## config.mk

```make
export PLATFORM = sky130hd
export DESIGN_NAME = rst_supervisor
export DESIGN_NICKNAME = d
export VERILOG_FILES = /design/src/rtl/rsv_pkg.sv /design/src/rtl/rsv_sync2.sv /design/src/rtl/rsv_bus_watchdog.sv /design/src/rtl/rsv_hold_ctrl.sv /design/src/rtl/rst_supervisor.sv
export SDC_FILE = /design/constraint.sdc
export NUM_CORES = 1
export LEC_CHECK = 0
export BUFFER_PORTS_ARGS = -buffer_cell sky130_fd_sc_hd__buf_2
export CORE_MARGIN = 8
export CORE_UTILIZATION = 60
export DETAILED_ROUTE_END_ITERATION = 8
export PLACE_DENSITY = 0.83
export SLEW_MARGIN = 20
export SYNTH_ARGS = -nofsm -noshare
export SYNTH_HDL_FRONTEND = slang
export SYNTH_HIERARCHICAL = 1
export SYNTH_SLANG_ARGS = --single-unit
```

## constraint.sdc

```tcl
create_clock -name clk -period 2.8 [get_ports clk]
set_input_delay 0.14 -clock clk [delete_from_list [all_inputs] [get_ports clk]]
set_output_delay 0.14 -clock clk [all_outputs]
set_load 0.01 [all_outputs]
```

## src/rtl/rsv_pkg.sv

```systemverilog
package rsv_pkg;
    typedef enum logic [1:0] {
        CAUSE_NONE   = 2'b00,
        CAUSE_SUPPLY = 2'b01,
        CAUSE_WDOG   = 2'b10
    } cause_e;
endpackage

```

## src/rtl/rsv_sync2.sv

```systemverilog
module rsv_sync2 #(
    parameter int unsigned       W       = 1,
    parameter logic [W-1:0]      RST_VAL = '0
) (
    input  logic         clk,
    input  logic         por_n,
    input  logic [W-1:0] din,
    output logic [W-1:0] dout
);
    logic [W-1:0] meta_d, meta_q, out_d, out_q;

    always_comb begin
        meta_d = din;
        out_d  = meta_q;
    end

    always_ff @(posedge clk or negedge por_n) begin
        if (!por_n) begin
            meta_q <= RST_VAL;
            out_q  <= RST_VAL;
        end else begin
            meta_q <= meta_d;
            out_q  <= out_d;
        end
    end

    assign dout = out_q;
endmodule

```

## src/rtl/rsv_bus_watchdog.sv

```systemverilog
module rsv_bus_watchdog #(
    parameter int unsigned WD_T1 = 100_000,
    parameter int unsigned WD_T2 = 600_000,
    parameter int unsigned WD_T3 = 1_400_000
) (
    input  logic       clk,
    input  logic       por_n,
    input  logic       sda_s,
    input  logic       arm,
    input  logic [1:0] sel,
    output logic       expire
);
    localparam int unsigned T_MAX12 = (WD_T1 > WD_T2) ? WD_T1 : WD_T2;
    localparam int unsigned T_MAX   = (T_MAX12 > WD_T3) ? T_MAX12 : WD_T3;
    localparam int unsigned CNT_W   = $clog2(T_MAX + 1);

    typedef struct packed {
        logic             prev;
        logic [CNT_W-1:0] cnt;
    } wd_state_t;

    wd_state_t        st_d, st_q;
    logic [CNT_W-1:0] limit;
    logic             line_edge;
    logic             expire_c;

    always_comb begin
        unique case (sel)
            2'd2:    limit = CNT_W'(WD_T2);
            2'd3:    limit = CNT_W'(WD_T3);
            default: limit = CNT_W'(WD_T1);
        endcase
    end

    always_comb begin
        st_d      = st_q;
        expire_c  = 1'b0;
        line_edge = sda_s ^ st_q.prev;
        st_d.prev = sda_s;
        if (!arm || line_edge) begin
            st_d.cnt = '0;
        end else if (st_q.cnt == limit - CNT_W'(1)) begin
            st_d.cnt = '0;
            expire_c = 1'b1;
        end else begin
            st_d.cnt = st_q.cnt + CNT_W'(1);
        end
    end

    always_ff @(posedge clk or negedge por_n) begin
        if (!por_n) begin
            st_q <= '0;
        end else begin
            st_q <= st_d;
        end
    end

    assign expire = expire_c;

    // a line transition restarts the quiet-time count
    assert_edge_restarts_R5: assert property (@(posedge clk) disable iff (!por_n)
        (arm && line_edge) |=> (st_q.cnt == '0));

    // a disarmed watchdog keeps its count at zero and never expires
    assert_idle_when_off_R6: assert property (@(posedge clk) disable iff (!por_n)
        !arm |-> !expire);

    // the count never reaches the largest window
    assert_count_bound_R4: assert property (@(posedge clk) disable iff (!por_n)
        st_q.cnt < CNT_W'(T_MAX));
endmodule

```

## src/rtl/rsv_hold_ctrl.sv

```systemverilog
module rsv_hold_ctrl
    import rsv_pkg::*;
#(
    parameter int unsigned HOLD_CYCLES = 250_000
) (
    input  logic       clk,
    input  logic       por_n,
    input  logic       sup_low,
    input  logic       wd_exp,
    input  logic       status_clr,
    output logic       rst_active,
    output logic [1:0] cause
);
    localparam int unsigned HOLD_W = $clog2(HOLD_CYCLES + 1);

    typedef struct packed {
        logic              rst;
        logic [HOLD_W-1:0] hold;
        cause_e            cause;
    } hc_state_t;

    hc_state_t st_d, st_q;

    always_comb begin
        st_d = st_q;
        if (sup_low) begin
            st_d.rst   = 1'b1;
            st_d.hold  = HOLD_W'(HOLD_CYCLES);
            st_d.cause = CAUSE_SUPPLY;
        end else if (wd_exp) begin
            st_d.rst   = 1'b1;
            st_d.hold  = HOLD_W'(HOLD_CYCLES);
            st_d.cause = CAUSE_WDOG;
        end else begin
            if (status_clr) begin
                st_d.cause = CAUSE_NONE;
            end
            if (st_q.hold > HOLD_W'(1)) begin
                st_d.hold = st_q.hold - HOLD_W'(1);
            end else if (st_q.hold == HOLD_W'(1)) begin
                st_d.hold = '0;
                st_d.rst  = 1'b0;
            end
        end
    end

    always_ff @(posedge clk or negedge por_n) begin
        if (!por_n) begin
            st_q.rst   <= 1'b1;
            st_q.hold  <= HOLD_W'(HOLD_CYCLES);
            st_q.cause <= CAUSE_SUPPLY;
        end else begin
            st_q <= st_d;
        end
    end

    assign rst_active = st_q.rst;
    assign cause      = st_q.cause;

    // a low supply always leads to an active reset on the next edge
    assert_supply_forces_R2: assert property (@(posedge clk) disable iff (!por_n)
        sup_low |=> rst_active);

    // release only on an edge where no cause was present
    assert_release_clean_R3: assert property (@(posedge clk) disable iff (!por_n)
        $fell(st_q.rst) |-> (!$past(sup_low) && !$past(wd_exp)));

    // entering reset always records a cause
    assert_cause_on_entry_R9: assert property (@(posedge clk) disable iff (!por_n)
        $rose(st_q.rst) |-> (st_q.cause != CAUSE_NONE));

    // the watchdog cannot expire while reset is held
    assert_no_expiry_in_reset_R10: assert property (@(posedge clk) disable iff (!por_n)
        st_q.rst |-> !wd_exp);
endmodule

```

## src/rtl/rst_supervisor.sv

```systemverilog
module rst_supervisor #(
    parameter int unsigned HOLD_CYCLES = 250_000,
    parameter int unsigned WD_T1       = 100_000,
    parameter int unsigned WD_T2       = 600_000,
    parameter int unsigned WD_T3       = 1_400_000
) (
    input  logic       clk,
    input  logic       por_n,
    input  logic       supply_low_a,
    input  logic       sda_in,
    input  logic       wd_en,
    input  logic [1:0] wd_sel,
    input  logic       rst_pol_high,
    input  logic       status_clr,
    output logic       rst_oe,
    output logic       rst_lvl,
    output logic [1:0] rst_cause
);
    logic [1:0] sync_out;
    logic       sup_low_s;
    logic       sda_s;
    logic       rst_active;
    logic       wd_arm;
    logic       wd_exp;

    // bit 0: supply flag (resets to "low supply"), bit 1: data line
    rsv_sync2 #(
        .W       (2),
        .RST_VAL (2'b01)
    ) u_sync (
        .clk   (clk),
        .por_n (por_n),
        .din   ({sda_in, supply_low_a}),
        .dout  (sync_out)
    );

    assign sup_low_s = sync_out[0];
    assign sda_s     = sync_out[1];
    assign wd_arm    = wd_en && (wd_sel != 2'd0) && !rst_active;

    rsv_bus_watchdog #(
        .WD_T1 (WD_T1),
        .WD_T2 (WD_T2),
        .WD_T3 (WD_T3)
    ) u_wdog (
        .clk    (clk),
        .por_n  (por_n),
        .sda_s  (sda_s),
        .arm    (wd_arm),
        .sel    (wd_sel),
        .expire (wd_exp)
    );

    rsv_hold_ctrl #(
        .HOLD_CYCLES (HOLD_CYCLES)
    ) u_hold (
        .clk        (clk),
        .por_n      (por_n),
        .sup_low    (sup_low_s),
        .wd_exp     (wd_exp),
        .status_clr (status_clr),
        .rst_active (rst_active),
        .cause      (rst_cause)
    );

    assign rst_oe  = rst_active;
    assign rst_lvl = rst_pol_high;

    // the pin is pulled only while a cause is present or the hold runs
    assert_pull_only_in_reset_R8: assert property (@(posedge clk) disable iff (!por_n)
        (rst_oe && !$past(rst_oe)) |-> ($past(sup_low_s) || $past(wd_exp)));
endmodule

```

# Word-level counts from Yosys, hierarchy flattened
# Cells that the tools add are included.
totals:
  output_inout_bits: 4
  input_bits: 9
  wordCells: 38
  register_bits: 47
op_classes:
  n_addsub: 3
  order_cmp: 1
  eq_ne: 5
  muxes: 11
  n_reduce_logical: 10
  bitwise_logic: 1
op_table:
  columns: ["operator", "n"]
  rows:
  - ["$mux 21", 4]
  - ["$pmux 21 s2", 1]
  - ["$add 21x1->21 const B", 1]
  - ["$eq 21x21->1", 1]
  - ["$sub 21x1->21 const B", 1]
  - ["$mux 19", 1]
  - ["$eq 18x1->1 const B", 1]
  - ["$gt 18x1->1 const B", 1]
  - ["$mux 18", 1]
  - ["$sub 18x1->18 const B", 1]
  - ["$reduce_bool 3->1", 2]
  - ["$eq 2x2->1 const B", 2]
  - ["$reduce_bool 4->1", 1]
  - ["$mux 1", 3]
  - ["$ne 3x2->1 const B", 1]
  - ["$logic_and 1x1->1", 2]
  - ["$logic_not 1->1", 2]
  - ["$mux 2", 1]
  - ["$reduce_and 2->1", 1]
  - ["$reduce_bool 2->1", 1]
  - ["$logic_or 1x1->1", 1]
  - ["$xor 1x1->1", 1]

# Longest topological paths before layout
depth:
  ltp_word: 8
  mapped_depth: 10
  ltp_nobuf: 9

# By module
# Netlist, hierarchy kept.
by_module_without_submodules:
  columns: ["mod", "cells_each", "area_each_um2", "seq_area_each_um2", "n_inst"]
  rows:
  - ["rsv_hold_ctrl", 136, 1207.4, 536.8, 1]
  - ["rsv_bus_watchdog", 124, 1197.4, 550.5, 1]
  - ["rsv_sync2", 4, 102.6, 102.6, 1]
  - ["rst_supervisor", 3, 23.8, 0.0, 1]

# Least setup slack after synthesis
# Ideal clock, no wire load.
synth_timing:
  path_type: "reg2reg"
  from: "register u_wdog/st_q[5] (netlist name)"
  to: "register u_hold/st_q[19] (netlist name)"
  t_required_ps: 2718
  setup_ps: 82
  path_buffers: 2
  path_slack_ps: 444
  synth_period_minus_slack_ps: 2356
  t_arrival_ps: 2274
  path_stages_with_launch: 11
  cell_sequence: "dfrtp_1 -> buf_6 -> or3b_1 -> a211oi_1 -> o211ai_2 -> nor3_1 -> or2_2 -> clkbuf_1 -> nor2_1 -> o31a_1 -> nor3_1"
synth_between:
  elab_chain_len: 5
  elab_cells_between_ends: 6
  cone_classes: "eq/ne (1); mux (4); reduce/logical (1)"
synth_rtl:
  columns: ["item", "line", "rtl"]
  rows:
  - ["start, declared", "rsv_bus_watchdog.sv:22", "wd_state_t st_d, st_q;"]
  - ["start signal, assigned", "rsv_bus_watchdog.sv:54", "st_q <= st_d;"]
  - ["$eq 21x21->1 (*)", "rsv_bus_watchdog.sv:42", "end else if (st_q.cnt == limit - CNT_W'(1)) begin"]
  - ["$mux 1 (*)", "rsv_bus_watchdog.sv:42", null]
  - ["$mux 1 (*)", "rsv_bus_watchdog.sv:40", "if (!arm || line_edge) begin"]
  - ["net wd_exp", "rst_supervisor.sv:24", "logic wd_exp;"]
  - ["$mux 21", "rsv_hold_ctrl.sv:30", "end else if (wd_exp) begin"]
  - ["$mux 21", "rsv_hold_ctrl.sv:26", "if (sup_low) begin"]
  - ["end signal, assigned", "rsv_hold_ctrl.sv:53", "st_q <= st_d;"]
  - ["end, declared", "rsv_hold_ctrl.sv:22", "hc_state_t st_d, st_q;"]
# The timed path passes the listed nets; every way through them passes the cells marked *.
# A chain may end at the register's enable or synchronous reset.

# Worst setup path after layout
layout_timing:
  from: "register u_wdog/st_q[5] (netlist name)"
  to: "register u_hold/st_q[4] (netlist name)"
# Same word-level chain as after synthesis.

==> impl_metrics.json <==
{
  "h-tree-depth": 2,
  "ys_async_sr_fraction_pct": 100,
  "p_total_mw": 1.33,
  "grt_usage_pct": 16.6,
  "die_area_um2": 6550,
  "nets": 289,
  "relSlewSlack_pct": 41.5,
  "first_pass_iters": 4,
  "crit_type": "flip-flop to flip-flop",
  "cts.sinks": 47,
  "drc": 0,
  "required_ps": 3020,
  "fin_crit_sh_pct": 91.5,
  "wirelength_um": 5110,
  "irDropWorstVdd_mv": 0.319,
  "synthDistinctLibCells": 48,
  "antenna_found_initial": 0,
  "io_pins": 13,
  "synth_edf_count": 0,
  "final_cell_mix": "nor2_1, dfrtp_1, nand2_1",
  "arrival_ps": 2780,
  "grt_overflow": 0,
  "hold_viol": 0,
  "cp-end-kind": "flip-flop",
  "initial_core_util_pct": 62.8,
  "cp_slowest_cell": "nor2_1",
  "path_cells": "nor4bb_1 > and3_1 > o211ai_2 > nor3_2 > nor2_1 > o21ai_0 > a21oi_1",
  "multi_input_area_um2": 1260,
  "drv_slew": 0,
  "setup_viol": 0,
  "p_leak_nw": 1.01,
  "status": "complete, no violations",
  "clkTransAtPathRegs_ps": 90,
  "syn_inst": 267,
  "synth_top_area_share_pct": 35.6,
  "die_h_um": 81.0,
  "fill_cells": 312,
  "yosysWarnings": 6,
  "ys_seq_area_share_pct": 47.0,
  "powerDensity_nw_per_um2": 489,
  "clockBufferDepth": 2,
  "tightest_slew_ps": 875,
  "grt_max_degree": 48,
  "dp_hpwl_um": 3520,
  "setup_tns_ps": 0,
  "clock_latency_ps": 310,
  "via_count": 2038,
  "final_antenna_net_count": 0,
  "syn_nets": 279,
  "grt_pass1_wl_um": 8660,
  "io_buffers": 10,
  "clock.fmax_ghz": 0.390,
  "antenna_cells": 0,
  "cp-start-kind": "flip-flop",
  "max_stage_delay_ps": 690,
  "die_x_um": 81.0,
  "synth_area_per_cell_um2": 9.48,
  "cts_buffers": 5,
  "crit_fanout": 14,
  "rows": 23,
  "regArea_um2": 1190,
  "drive_above_1_share_pct": 13.7,
  "place.gp.congestion": 0.897,
  "ys_seq_elements": 47,
  "grt_pass1_vias": 1935,
  "cts_root_buffer": "clkbuf_8",
  "synth_top_flop_cell": "dfrtp_1",
  "rsz0062_at_grt": "no",
  "synth_top_area_cell": "dfrtp_1",
  "synth_area_um2": 2530,
  "cts_tree": "done",
  "max_cap_violations": 0,
  "period_minus_slack_ps": 2560,
  "drt-wirelength-per-cell_um": 15.6,
  "viasPerCell": 6.21,
  "area_growth_syn_to_layout_pct": 7.66,
  "coreArea_um2": 4030,
  "hp-class": "primary input to flip-flop",
  "skew_ps": 10.2,
  "drtIter0Drc": 228,
  "layout_commonest_cell": "nor2_1",
  "synthTopCellsByArea": "dfrtp_1, dfstp_2, nor2_1"
}
[flip-flops by register name, summed over array words and instances, names as in the netlist]
register	cells
u_hold/cause	2
u_sync/dout	2
u_wdog/st_q	22
u_sync/meta_q	2
u_hold/rst_active	1
u_hold/st_q	18
[critical path, delay by kind of cell, from the launching register on]
family	cells	cell delay, ps
AO/OA/AOI/OAI	3	840
AND/OR/NAND/NOR	4	1150
flip-flops	1	470
[through the flow]
stage	instances	utilization (%)	hold WS, ps	cell area [um2]	setup WS [ps]
after detailed placement	317	64.0	250	2580	300
after global routing	328	67.6	154	2730	64.6
after CTS	327	67.2	30.2	2710	301
after global placement	317	64.0	248	2580	464
final	328	67.6	134	2730	239
after floorplan	267	-	-156	2530	444
[timing repair]
action | 4_1_cts | 5_1_grt
setup buffers | 0 | 0
hold buffers | 2 | 1
endpoints found under the setup margin | 0 | 1
resized for setup | 0 | 1
endpoints found under the hold margin | 2 | 36
[power breakdown]
part | internal [mW] | total, mW | switching [mW]
logic | 0.0430 | 0.111 | 0.0676
registers | 0.705 | 0.727 | 0.0219
clock network | 0.266 | 0.495 | 0.229
[Yosys cell counts (2+ instances only)]
cell type,count
a2111oi_0,2
a211oi_1,2
a21oi_1,10
and4_1,2
buf_4,3
buf_6,2
clkbuf_1,3
dfrtp_1,36
dfstp_2,11
ha_1,3
inv_1,6
mux2i_1,5
nand2_1,18
nand2b_1,2
nand3_1,12
nand4_1,9
nand4b_1,3
nor2_1,42
nor3_1,12
nor4_1,6
o211ai_1,2
o21a_1,2
o21ai_0,15
o31ai_1,2
or2_2,3
or3_1,5
or4_1,5
or4b_1,2
xnor2_1,12
xor2_1,12
[worst paths after layout]
path                            slack (ps)  cells past startpoint                          end                  startpoint
worst min-delay path                   130                      3  u_hold/cause[0]$_DFFE_PN1P_                  status_clr
worst max-delay path                   240                      7   u_hold/st_q[4]$_DFFE_PN0P_    u_wdog/st_q[5]$_DFF_PN0_
min in group asynchronous              370                      2     u_wdog/st_q[1]$_DFF_PN0_                       por_n
worst max register to register         240                      7   u_hold/st_q[4]$_DFFE_PN0P_    u_wdog/st_q[5]$_DFF_PN0_
max in group asynchronous             2020                      2     u_wdog/st_q[9]$_DFF_PN0_                       por_n
worst min register to register         360                      0     u_sync/dout[0]$_DFF_PN1_  u_sync/meta_q[0]$_DFF_PN1_
[per-layer routing]
metal  part of all wire [%]  GRT usage [%]  vias up  routed length, um
li1                       -              -      976                  -
met4                    1.4           7.50        0                 70
met1                     48           23.0      987               2440
met2                     45           24.4       65               2280
met5                      0              0        -                  0
met3                    6.1           3.42       10                314
[kinds of logic (layout without fill, tap and decap cells)]
logic type,count (synthesis),after routing,share of synthesized area [%]
buf+inv,16,27,3.51
compound gates,42,42,10.7
xor+xnor,24,24,8.30
simple gates,130,130,27.0
fa+ha+maj,3,3,1.48
flops,47,47,47.0
mux,5,5,1.98
[final cells by class]
class	instances	share of cell area [%]
multi-input combinational	204	46.1
sequential	47	43.7
timing repair buffer	13	3.03
clock buffer	6	2.66
tap	50	2.30
clock inverter	2	1.38
inverter	6	0.826
Power figures use the tool's default switching activity.
